**src/rtl/frame_seq_pkg.sv**
```systemverilog
package frame_seq_pkg;
  typedef enum logic [1:0] {LN_1 = 2'd0, LN_2 = 2'd1, LN_4 = 2'd2} lanes_e;
  typedef enum logic [2:0] {ST_IDLE, ST_LOAD, ST_SHIFT, ST_GAP, ST_FIN} state_e;

  function automatic lanes_e pick_lanes(input logic [1:0] mode, input logic quad,
                                        input logic first, input logic cmd);
    logic wide;
    wide = (mode == 2'b11) | ((mode == 2'b10) & !(first & cmd)) | ((mode == 2'b01) & !cmd);
    if (!wide) return LN_1;
    return quad ? LN_4 : LN_2;
  endfunction

  function automatic logic [3:0] lane_mask(input lanes_e l);
    case (l)
      LN_2:    return 4'b0011;
      LN_4:    return 4'b1111;
      default: return 4'b0001;
    endcase
  endfunction

  function automatic logic [3:0] clks_per_byte(input lanes_e l);
    case (l)
      LN_2:    return 4'd4;
      LN_4:    return 4'd2;
      default: return 4'd8;
    endcase
  endfunction
endpackage

```
**src/rtl/fs_tick_gen.sv**
```systemverilog
module fs_tick_gen #(
  parameter int DIV_W = 4
) (
  input  logic             clk_i,
  input  logic             rst_ni,
  input  logic             run_i,
  input  logic [DIV_W-1:0] div_i,
  output logic             tick_o
);
  logic [DIV_W-1:0] cnt_q;
  logic [DIV_W-1:0] n_eff;

  assign n_eff  = (div_i == '0) ? DIV_W'(1) : div_i;
  assign tick_o = run_i && (cnt_q == n_eff - DIV_W'(1));

  always_ff @(posedge clk_i or negedge rst_ni) begin
    if (!rst_ni)                cnt_q <= '0;
    else if (!run_i || tick_o)  cnt_q <= '0;
    else                        cnt_q <= cnt_q + DIV_W'(1);
  end
endmodule

```
**src/rtl/fs_lane_shifter.sv**
```systemverilog
module fs_lane_shifter
  import frame_seq_pkg::*;
(
  input  logic       clk_i,
  input  logic       rst_ni,
  input  logic       load_i,
  input  logic [7:0] byte_i,
  input  logic       shift_i,
  input  logic       sample_i,
  input  lanes_e     lanes_i,
  input  logic [3:0] dq_i,
  output logic [3:0] dq_bits_o,
  output logic [7:0] rx_byte_o
);
  logic [7:0] tx_q, rx_q;

  always_comb begin
    case (lanes_i)
      LN_2:    dq_bits_o = {2'b00, tx_q[7:6]};
      LN_4:    dq_bits_o = tx_q[7:4];
      default: dq_bits_o = {3'b000, tx_q[7]};
    endcase
  end

  always_ff @(posedge clk_i or negedge rst_ni) begin
    if (!rst_ni) begin
      tx_q <= '0;
      rx_q <= '0;
    end else begin
      if (load_i) tx_q <= byte_i;
      else if (shift_i) begin
        case (lanes_i)
          LN_2:    tx_q <= {tx_q[5:0], 2'b00};
          LN_4:    tx_q <= {tx_q[3:0], 4'b0000};
          default: tx_q <= {tx_q[6:0], 1'b0};
        endcase
      end
      if (sample_i) begin
        case (lanes_i)
          LN_2:    rx_q <= {rx_q[5:0], dq_i[1:0]};
          LN_4:    rx_q <= {rx_q[3:0], dq_i[3:0]};
          default: rx_q <= {rx_q[6:0], dq_i[1]};
        endcase
      end
    end
  end

  assign rx_byte_o = rx_q;
endmodule

```
**src/rtl/flash_frame_seq.sv**
```systemverilog
module flash_frame_seq
  import frame_seq_pkg::*;
#(
  parameter int TOT_W  = 16,
  parameter int CMD_W  = 9,
  parameter int IDLE_W = 4,
  parameter int DIV_W  = 4
) (
  input  logic              clk_i,
  input  logic              rst_ni,
  input  logic              start_i,
  input  logic [TOT_W-1:0]  total_bytes_i,
  input  logic [CMD_W-1:0]  cmd_bytes_i,
  input  logic [IDLE_W-1:0] idle_clks_i,
  input  logic [1:0]        lane_mode_i,
  input  logic              quad_i,
  input  logic [DIV_W-1:0]  clk_div_i,
  input  logic              clk_idle_hi_i,
  input  logic [7:0]        tx_data_i,
  input  logic              tx_valid_i,
  output logic              tx_ready_o,
  output logic [7:0]        rx_data_o,
  output logic              rx_valid_o,
  input  logic              rx_space_i,
  output logic              sclk_o,
  output logic              cs_no,
  input  logic [3:0]        dq_i,
  output logic [3:0]        dq_o,
  output logic [3:0]        dq_oe_o,
  output logic              tx_done_o,
  output logic              rx_done_o,
  output logic              ready_o
);
  localparam int CMP_W = (TOT_W > CMD_W) ? TOT_W : CMD_W;

  state_e            st_q;
  logic [TOT_W-1:0]  tot_q, idx_q;
  logic [CMD_W-1:0]  cmd_q;
  logic [IDLE_W-1:0] gap_cfg_q, gap_left_q;
  logic [1:0]        mode_q;
  logic              quad_q;
  logic [DIV_W-1:0]  div_q;
  logic              ph_q;
  logic [3:0]        clk_left_q;
  lanes_e            lanes_q, lanes_nx;
  logic              tx_byte_q;
  logic              rx_valid_q;
  logic [7:0]        rx_data_q;

  logic [CMP_W-1:0]  idx_x, cmd_x;
  logic is_cmd, run, tick, rise, fall, last_clk, last_byte, gap_next, load_go, byte_end;
  logic [3:0] dq_bits;
  logic [7:0] rx_byte;

  assign idx_x     = CMP_W'(idx_q);
  assign cmd_x     = CMP_W'(cmd_q);
  assign is_cmd    = idx_x < cmd_x;
  assign lanes_nx  = pick_lanes(mode_q, quad_q, idx_q == '0, is_cmd);
  assign run       = (st_q == ST_SHIFT) || (st_q == ST_GAP);
  assign rise      = tick && !ph_q;
  assign fall      = tick && ph_q;
  assign last_clk  = clk_left_q == 4'd1;
  assign last_byte = idx_q == tot_q - TOT_W'(1);
  assign gap_next  = ((idx_x + CMP_W'(1)) == cmd_x) && (gap_cfg_q != '0);
  assign load_go   = (st_q == ST_LOAD) && (is_cmd ? tx_valid_i : rx_space_i);
  assign byte_end  = (st_q == ST_SHIFT) && fall && last_clk;

  fs_tick_gen #(.DIV_W(DIV_W)) u_tick (
    .clk_i(clk_i), .rst_ni(rst_ni), .run_i(run), .div_i(div_q), .tick_o(tick)
  );

  fs_lane_shifter u_shift (
    .clk_i    (clk_i),
    .rst_ni   (rst_ni),
    .load_i   (load_go),
    .byte_i   (is_cmd ? tx_data_i : 8'hFF),
    .shift_i  ((st_q == ST_SHIFT) && fall && !last_clk),
    .sample_i ((st_q == ST_SHIFT) && rise),
    .lanes_i  (lanes_q),
    .dq_i     (dq_i),
    .dq_bits_o(dq_bits),
    .rx_byte_o(rx_byte)
  );

  always_ff @(posedge clk_i or negedge rst_ni) begin
    if (!rst_ni) begin
      st_q       <= ST_IDLE;
      tot_q      <= '0;
      idx_q      <= '0;
      cmd_q      <= '0;
      gap_cfg_q  <= '0;
      gap_left_q <= '0;
      mode_q     <= '0;
      quad_q     <= 1'b0;
      div_q      <= '0;
      ph_q       <= 1'b0;
      clk_left_q <= '0;
      lanes_q    <= LN_1;
      tx_byte_q  <= 1'b0;
      rx_valid_q <= 1'b0;
      rx_data_q  <= '0;
    end else begin
      rx_valid_q <= byte_end && !tx_byte_q;
      if (byte_end && !tx_byte_q) rx_data_q <= rx_byte;
      case (st_q)
        ST_IDLE: if (start_i && total_bytes_i != '0) begin
          tot_q     <= total_bytes_i;
          cmd_q     <= cmd_bytes_i;
          gap_cfg_q <= idle_clks_i;
          mode_q    <= lane_mode_i;
          quad_q    <= quad_i;
          div_q     <= clk_div_i;
          idx_q     <= '0;
          ph_q      <= 1'b0;
          st_q      <= ST_LOAD;
        end
        ST_LOAD: if (load_go) begin
          lanes_q    <= lanes_nx;
          tx_byte_q  <= is_cmd;
          clk_left_q <= clks_per_byte(lanes_nx);
          ph_q       <= 1'b0;
          st_q       <= ST_SHIFT;
        end
        ST_SHIFT: if (tick) begin
          ph_q <= !ph_q;
          if (fall) begin
            if (!last_clk) clk_left_q <= clk_left_q - 4'd1;
            else if (last_byte) st_q <= ST_FIN;
            else begin
              idx_q <= idx_q + TOT_W'(1);
              if (gap_next) begin
                gap_left_q <= gap_cfg_q;
                st_q       <= ST_GAP;
              end else st_q <= ST_LOAD;
            end
          end
        end
        ST_GAP: if (tick) begin
          ph_q <= !ph_q;
          if (fall) begin
            if (gap_left_q == IDLE_W'(1)) st_q <= ST_LOAD;
            else gap_left_q <= gap_left_q - IDLE_W'(1);
          end
        end
        default: st_q <= ST_IDLE;
      endcase
    end
  end

  // dummy bytes drive line 0 only in single-lane use; wide data bytes release the lines
  assign dq_oe_o    = ((st_q == ST_SHIFT) && (tx_byte_q || lanes_q == LN_1)) ? lane_mask(lanes_q) : 4'b0000;
  assign dq_o       = dq_bits & dq_oe_o;
  assign sclk_o     = (st_q == ST_IDLE) ? clk_idle_hi_i : ph_q;
  assign cs_no      = st_q == ST_IDLE;
  assign ready_o    = st_q == ST_IDLE;
  assign tx_ready_o = (st_q == ST_LOAD) && is_cmd;
  assign tx_done_o  = st_q == ST_FIN;
  assign rx_done_o  = st_q == ST_FIN;
  assign rx_valid_o = rx_valid_q;
  assign rx_data_o  = rx_data_q;
endmodule

```
**config.mk**
```make
export PLATFORM = sky130hd
export DESIGN_NAME = flash_frame_seq
export DESIGN_NICKNAME = d
export VERILOG_FILES = /design/src/rtl/frame_seq_pkg.sv /design/src/rtl/fs_tick_gen.sv /design/src/rtl/fs_lane_shifter.sv /design/src/rtl/flash_frame_seq.sv
export SDC_FILE = /design/constraint.sdc
export NUM_CORES = 1
export LEC_CHECK = 0
export ABC_AREA = 1
export BUFFER_PORTS_ARGS = -buffer_cell sky130_fd_sc_hd__clkbuf_2
export CAP_MARGIN = 0
export CORE_ASPECT_RATIO = 1.4
export CORE_UTILIZATION = 40
export CTS_BUF_LIST = sky130_fd_sc_hd__clkbuf_4 sky130_fd_sc_hd__clkbuf_8
export DETAILED_ROUTE_END_ITERATION = 7
export GPL_TIMING_DRIVEN = 0
export SYNTH_ARGS = -nofsm -noshare
export SYNTH_HDL_FRONTEND = slang
export SYNTH_SLANG_ARGS = --single-unit
```
**constraint.sdc**
```tcl
create_clock -name clk_i -period 7.76 [get_ports clk_i]
set_clock_uncertainty 0.15 [all_clocks]
set_input_delay 0 -clock clk_i [delete_from_list [all_inputs] [get_ports clk_i]]
set_output_delay 0 -clock clk_i [all_outputs]
set_load 0.02 [all_outputs]
```
==> results of run 1 <==
## synthesized netlist by cell type, drive strengths merged
library cell	n	area share [%]
and2	2	0.19
a221oi	2	0.27
dfrtp	96	37
a21oi	48	3.7
clkbuf	12	0.71
a211oi	1	0.12
or2	3	0.29
xnor2	10	1.3
o22ai	13	1.2
o31ai	1	0.12
nand4	22	2.3
a31oi	2	0.19
a21boi	1	0.12
ha	21	4.0
nand2	231	14
nor4	7	1.0
o21bai	1	0.17
nor2	123	7.8
nand3	85	6.6
buf	20	2.0
nor3	11	0.92
nand3b	9	1.0
mux2	13	2.2
and3	1	0.096
inv	114	6.6
o21ai	57	4.4
o21a	1	0.12
o221ai	1	0.13
xor2	14	2.0
## routing by layer
layer	share of wire, %	GRT usage (%)	wire (um)	up-vias
met5	0	0	0	-
met4	2.8	9.02	518	0
met3	3.1	3.45	561	28
met2	53	42.0	9660	102
met1	41	27.0	7510	2976
li1	-	-	-	3303
## per-stage QoR
| stage | total power, W | cell area, um^2 |
|---|---|---|
| 2_1_floorplan | 0.000513 | 6530 |
| 3_3_place_gp | 0.000540 | 7150 |
| 3_5_place_dp | 0.000542 | 7180 |
| 4_1_cts | 0.000949 | 7970 |
| 5_1_grt | 0.000971 | 7970 |
| 6_report | 0.000937 | 7970 |
## cells by family after synthesis
| group | Yosys count | share of synthesized area (%) |
|---|---|---|
| XOR/XNOR | 24 | 3.34 |
| AO/OA/AOI/OAI | 128 | 10.5 |
| AND/OR/NAND/NOR | 494 | 33.8 |
| multiplexers | 13 | 2.24 |
| adder cells (fa/ha/maj) | 21 | 4.03 |
| flip-flops | 96 | 36.8 |
| buffers and inverters | 146 | 9.22 |
## worst max path at each step
stage / from / to / cells after the start
6_report: div_q[2] / u_shift.rx_byte_o[0] / 13
3_5_place_dp: div_q[2] / u_shift.rx_byte_o[0] / 12
2_1_floorplan: div_q[2] / idx_q[7] / 16
4_1_cts: div_q[2] / u_shift.rx_byte_o[0] / 13
3_3_place_gp: div_q[2] / u_shift.rx_byte_o[0] / 12
5_1_grt: div_q[2] / u_shift.rx_byte_o[0] / 13
## power groups by stage
stage | Sequential (W) | Clock [W] | Combinational, W
6_report | 0.000501 | 0.000385 | 0.0000508
5_1_grt | 0.000501 | 0.000414 | 0.0000567
4_1_cts | 0.000501 | 0.000397 | 0.0000517
3_5_place_dp | 0.000510 | 0 | 0.0000312
3_3_place_gp | 0.000511 | 0 | 0.0000292
2_1_floorplan | 0.000511 | 0 | 0.00000280
## critical path, cell delays in order, from the launching register on
cell,delay (ns)
dfrtp_1,0.47
nor2_1,0.15
nand2_1,0.06
nand2_1,0.09
inv_1,0.05
ha_1,0.29
xor2_1,0.15
nand3_1,0.09
nor2_1,0.12
nand2_2,0.12
nor3_1,0.64
buf_2,0.33
a31oi_1,0.10
dlygate4sd3_1,0.57
## area by class of cell
cell class	count	area, um^2	area share [%]
Inverter	114	428	5.37
Buffer	32	174	2.18
Sequential cell	96	2400	30.2
Clock inverter	7	103	1.29
Tap cell	196	245	3.08
Clock buffer	9	124	1.55
Timing Repair Buffer	133	971	12.2
Multi-Input combinational cell	680	3520	44.2
## sequential cells by signal, indices dropped and copies added, names as in the netlist
name,cells
gap_left_q,4
u_tick.cnt_q,4
mode_q,2
idx_q,16
ph_q,1
cmd_q,9
rx_valid_o,1
div_q,4
gap_cfg_q,4
u_shift.tx_q,8
quad_q,1
tot_q,16
st_q,3
rx_data_o,8
u_shift.rx_byte_o,8
clk_left_q,4
lanes_q,2
tx_byte_q,1
==> reports/qor.yml, run 1 <==
finalCritPeriodShare_pct: 45.2
fillCellCount: 1582
yosys_warnings: 0
gp_congestion: 0.902
p_comb_share_pct: 5.4
final_core_util_pct: 50.6
min_period_ns: 3.51
worst_pin_slew_ns: 0.844
cts_sinks: 96
yosysSeqAreaShare_pct: 36.8
final_common_cell: "nand2_1"
die_w_um: 110
synthCells: 922
wirelength_um: 18300
clkTransAtPathRegs_ns: 0.11
netlist_area_mm2: 0.00653
gr-usage-all-layers_pct: 23.3
row_count: 54
dp_slack_ns: 4.83
hold_viol: 0
n_antenna_cell: 0
synth_nets: 997
seqPwrFrac_pct: 53.4
cts_hold_buf: 56
cts_buffer_depth: 2
dr.pass1.iters: 6
postCtsResizedCells: 0
dp_hpwl_um: 14000
grt_pass1_wl_um: 30200
relSlewSlack_pct: 43.7
ys_ff_latch: 96
num_vias: 6409
route.detailed.drc: 0
cellLeakagePower_nw: 4.21
clockRootBuffer: "clkbuf_8"
drtIter0Drc: 236
setup_ws_ns: 4.25
p_sw_share_pct: 23.7
reg2reg_from: "div_q[2]"
rsz0062_at_grt: "no"
antenna_found_initial: 0
power.density_mw_per_mm2: 118
syn_area_per_cell_um2: 7.08
dp_cells: 1195
grt_pass1_vias: 6308
areaGrowthSynthToFinish_pct: 22.1
cp.arrival_ns: 3.64
finalSetupTns_ns: 0
cap_violations: 0
drive_gt1_share_pct: 14.3
cts_max_level: 3
setup_violations: 0
reg2reg_slack_ns: 4.25
ant_nets: 0
crit_type: "flip-flop to flip-flop"
chipHeight_um: 153
start_util_pct: 41.4
grt_max_degree: 59
io_buffers: 76
post_cts_buffers: 0
critPathCaptureType: "flip-flop"
r2r-end: "u_shift.rx_byte_o[0]"
viasPerCell: 5.06
worstPathMaxFanout: 10
switching_power_w: 0.000222
cts_buffers: 9
finalMaxSlewViolations: 0
synth_cell_types: 44
final_cell_mix: "nand2_1, inv_1, nor2_1, dfrtp_1, nand3_1"
fmax_mhz: 285
ir_drop_mv: 0.0636
fin_nets: 1141
reg2reg_depth: 13
wl_per_cell_um: 14.4
clkPwrFrac_pct: 41.1
internal_power_w: 0.000715
die_area_mm2: 0.0168
io_pins: 77
grt_overflow: 0
min_path_type: "input port to asynchronous set/reset pin"
clk_latency_ns: 0.40
cts_tree: "built"
fin_cells: 1267
cp.required_ns: 7.89
coreArea_mm2: 0.0157
outcome: "finished clean"
start_kind: "flip-flop"
whs_ns: 0.0159
(Power assumes the default switching activity.)
==> inputs of run 2 (changes only) <==
--- a/config.mk
+++ b/config.mk
@@ -5,7 +5,7 @@
 export SDC_FILE = /design/constraint.sdc
 export NUM_CORES = 1
 export LEC_CHECK = 0
-export ABC_AREA = 1
+export ABC_AREA = 0
 export BUFFER_PORTS_ARGS = -buffer_cell sky130_fd_sc_hd__clkbuf_2
 export CAP_MARGIN = 0
 export CORE_ASPECT_RATIO = 1.4
==> constraint.sdc (replaced) <==
create_clock -name clk_i -period 3.4 [get_ports clk_i]
set_clock_uncertainty 0.15 [all_clocks]
set_input_delay 0 -clock clk_i [delete_from_list [all_inputs] [get_ports clk_i]]
set_output_delay 0 -clock clk_i [all_outputs]
set_load 0.02 [all_outputs]
==> run 2 against run 1 <==
  * Combinational power increased to 66 times the previous value
  * Highest routed layer unchanged
  * Core utilization is 0.35 points lower
  * Sequential share of layout area rose by 1.7 points
  * Clock-buffer cell count did not move
  * Largest power group is now combinational cells
  * Sequential cell count is the same
  * Non-clock buffer count up 6
  * Final cell count down 22%
  * Critical endpoint is now idx_q[1]
  * Clock power grew 89%
==> reports/qor.yml, run 2 <==
outcome: "finished clean"
met3_usage_pct: 2.63  # -0.82 points
gr-usage-all-layers_pct: 21.9  # -1.4 points
dr.pass1.iters: 4  # -2
dp_cells: 924  # -23%
cp.required_ns: 3.53  # -4.36 ns
die_w_um: 107  # -3.0%
crit_chain: "inv_1 -> ha_2 -> or4b_4 -> or3_1 -> or4bb_1 -> nand4_1 -> nand4_2 -> buf_6 -> buf_6 -> a32o_1"
grt_overflow: 0  # unchanged
internal_power_w: 0.00335  # +370%
synthTopCellsByCount: "dfrtp_1, mux2_2, nor2_1"
clk_latency_ns: 0.39  # about the same
critPathCaptureType: "flip-flop"
route.detailed.drc: 0  # unchanged
timing.critical_path.slowest_stage_cell: "or4b_4"
fin_nets: 872  # -24%
drtIter0Drc: 338  # +43%
synthCells: 655  # -29%
antenna_found_initial: 0  # unchanged
dp_hpwl_um: 12400  # -11%
gp_congestion: 0.866  # -4.0%
hold_viol: 0  # unchanged
io_pins: 77  # unchanged
start_util_pct: 40.9  # -0.53 points
die_area_mm2: 0.0158  # -5.9%
yosys.area_share.simple_pct: 19.6  # -14 points
power.density_mw_per_mm2: 833  # +610%
netlist_area_mm2: 0.00613  # -6.0%
syn_area_per_cell_um2: 9.36  # +32%
synth_cell_types: 71  # +61%
reg2reg_depth: 10  # -3
worst_pin_slew_ns: 0.870  # +0.0263 ns
p_sw_share_pct: 46.6  # +23 points
post_dp_cell_area_mm2: 0.00678  # -5.5%
io_buffers: 76  # unchanged
synthTopCellsByArea: "dfrtp_1, mux2_2, ha_1, a21oi_1, nor2_1"
cts_buffer_depth: 2  # unchanged
ir_drop_mv: 0.366  # +470%
wirelength_um: 16700  # -8.4%
min_period_ns: 3.22  # -0.289 ns
seqPwrFrac_pct: 34.9  # -19 points
finalMaxSlewViolations: 0  # unchanged
yosysTopAreaCellShare_pct: 39.2  # +2.4 points
yosysMostFrequentCell: "dfrtp_1"
finalSetupTns_ns: 0  # unchanged
min_to: "st_q[1]"
crit_type: "flip-flop to flip-flop"
areaGrowthSynthToFinish_pct: 22.8
wl_per_cell_um: 16.8  # +17%
grt_max_degree: 53  # -10%
post_cts_buffers: 0  # unchanged
grt_busiest_layer: "met2"
dp_slack_ns: -0.195  # -5.02 ns
yosysSeqAreaShare_pct: 39.2  # +2.4 points
hold_path_depth: 6
start_kind: "flip-flop"
cts_tree: "built"
drive_gt1_share_pct: 21.2  # +6.9 points
setup_ws_ns: 0.179  # -4.07 ns
relSlewSlack_pct: 42.0  # -1.8 points
synthFlopType: "dfrtp_1"
clockRootBuffer: "clkbuf_8"
grt_pass1_vias: 5585  # -11%
synth_compound_area_share_pct: 17.4  # +6.9 points
worstPathMaxFanout: 10  # unchanged
use_met2_pct: 41.7  # -0.25 points
max_stage_delay_ns: 0.50  # -0.14 ns
yosys_warnings: 0  # unchanged
coreArea_mm2: 0.0150  # -4.8%
synth_async_sr_flop_share_pct: 100  # unchanged
r2r-end: "idx_q[1]"
reg2reg_from: "tot_q[0]"
cts_max_level: 3  # unchanged
n_antenna_cell: 0  # unchanged
cts_buffers: 9  # unchanged
switching_power_w: 0.00292  # +1200%
top_regs: "idx_q x16, tot_q x16, cmd_q x9"
cts_sinks: 96  # unchanged
synth_top_family_by_area: "simple AND/OR/NAND/NOR gates"
num_vias: 5624  # -12%
clkTransAtPathRegs_ns: 0.11  # about the same
clkPwrFrac_pct: 11.6  # -30 points
chipHeight_um: 149  # -3.0%
min_path_type: "input port to flip-flop"
rsz0062_at_grt: "no"
muxShareOfSynthArea_pct: 10.2  # +7.9 points
ys_ff_latch: 96  # unchanged
ant_nets: 0  # unchanged
yosys.area.top_type: "dfrtp_1"
synth-edff-count: 0  # unchanged
fin_area_mm2: 0.00753  # -5.5%
grtUsageMet1_pct: 24.2  # -2.8 points
final_cell_mix: "dfrtp_1, clkbuf_2, dlygate4sd3_1, mux2_2, nor2_1"
final_core_util_pct: 50.3  # -0.35 points
reg2reg_slack_ns: 0.18  # -4.07 ns
synth-xor-area-share_pct: 4.57  # +1.2 points
fin_cells: 994  # -22%
row_count: 53  # -1.9%
cellLeakagePower_nw: 3.25  # -23%
hold_path_startpoint: "start_i"
synthAdderAreaFrac_pct: 4.28  # +0.26 points
setup_violations: 0  # unchanged
grt_pass1_wl_um: 27300  # -9.6%
fmax_mhz: 310  # +9.0%
cap_violations: 0  # unchanged
viasPerCell: 5.66  # +12%
synth_nets: 730  # -27%
p_comb_share_pct: 53.5  # +48 points
crit_top_cell: "buf_6"
finalCritPeriodShare_pct: 94.7  # +50 points
cp.arrival_ns: 3.35  # -0.29 ns
final_common_cell: "dfrtp_1"
==> run 2: critical path: cells and delay by family, from the launching register on <==
family	cells	cell delay [ns]
simple gates	5	1.67
fa+ha+maj	1	0.20
flops	1	0.43
compound gates	1	0.25
buf+inv	3	0.42
==> run 2: how the worst max path moves through the flow <==
stage | start | end | slack, ns
after global routing | tot_q[0] | gap_left_q[3] | 0.005
after CTS | idx_q[1] | st_q[0] | 0.08
after global placement | div_q[1] | idx_q[7] | -0.09
after detailed placement | div_q[1] | idx_q[7] | -0.20
after floorplan | tot_q[0] | idx_q[1] | 0.42
final | tot_q[0] | idx_q[1] | 0.18
==> run 2: power groups by stage <==
stage               clock network (W)  logic, W  registers [W]
finish                       0.000729   0.00336        0.00219
global route                 0.000784   0.00375        0.00227
CTS                          0.000753   0.00335        0.00218
detailed placement                  0   0.00325        0.00220
global placement                    0   0.00315        0.00218
floorplan                           0   0.00252        0.00202
==> run 2: what timing repair did <==
action                     CTS  global route
hold buffers                54             0
setup endpoints to repair    9            17
resized for setup            2             5
hold endpoints to repair    94             0
pin swaps                    0             2
==> run 2: per-stage QoR <==
| stage | hold WS, ns | power [W] |
|---|---|---|
| 3_3_place_gp | 0.0827 | 0.00533 |
| 3_5_place_dp | -0.0498 | 0.00546 |
| 4_1_cts | 0.0203 | 0.00628 |
| 6_report | 0.0354 | 0.00627 |
| 2_1_floorplan | -0.446 | 0.00454 |
| 5_1_grt | 0.0864 | 0.00680 |
==> run 2: logic make-up after synthesis <==
| kind of cell | count (synthesis) |
|---|---|
| XOR/XNOR | 32 |
| flip-flops | 96 |
| buffers and inverters | 67 |
| multiplexers | 56 |
| adder cells (fa/ha/maj) | 21 |
| AND/OR/NAND/NOR | 225 |
| AO/OA/AOI/OAI | 158 |
==> run 2: area by class of cell <==
type | count | area, um^2
Fill cell | 1468 | 7450
Tap cell | 192 | 240
Sequential cell | 96 | 2400
Clock inverter | 7 | 56.3
Timing Repair Buffer | 131 | 951
Inverter | 27 | 101
Clock buffer | 9 | 124
Multi-Input combinational cell | 492 | 3470
Buffer | 40 | 186
==> run 2: per-layer routing <==
layer | up-vias | routed length (um)
li1 | 2712 | -
met1 | 2723 | 6630
met2 | 161 | 9110
met3 | 28 | 592
met4 | 0 | 384
met5 | - | 0
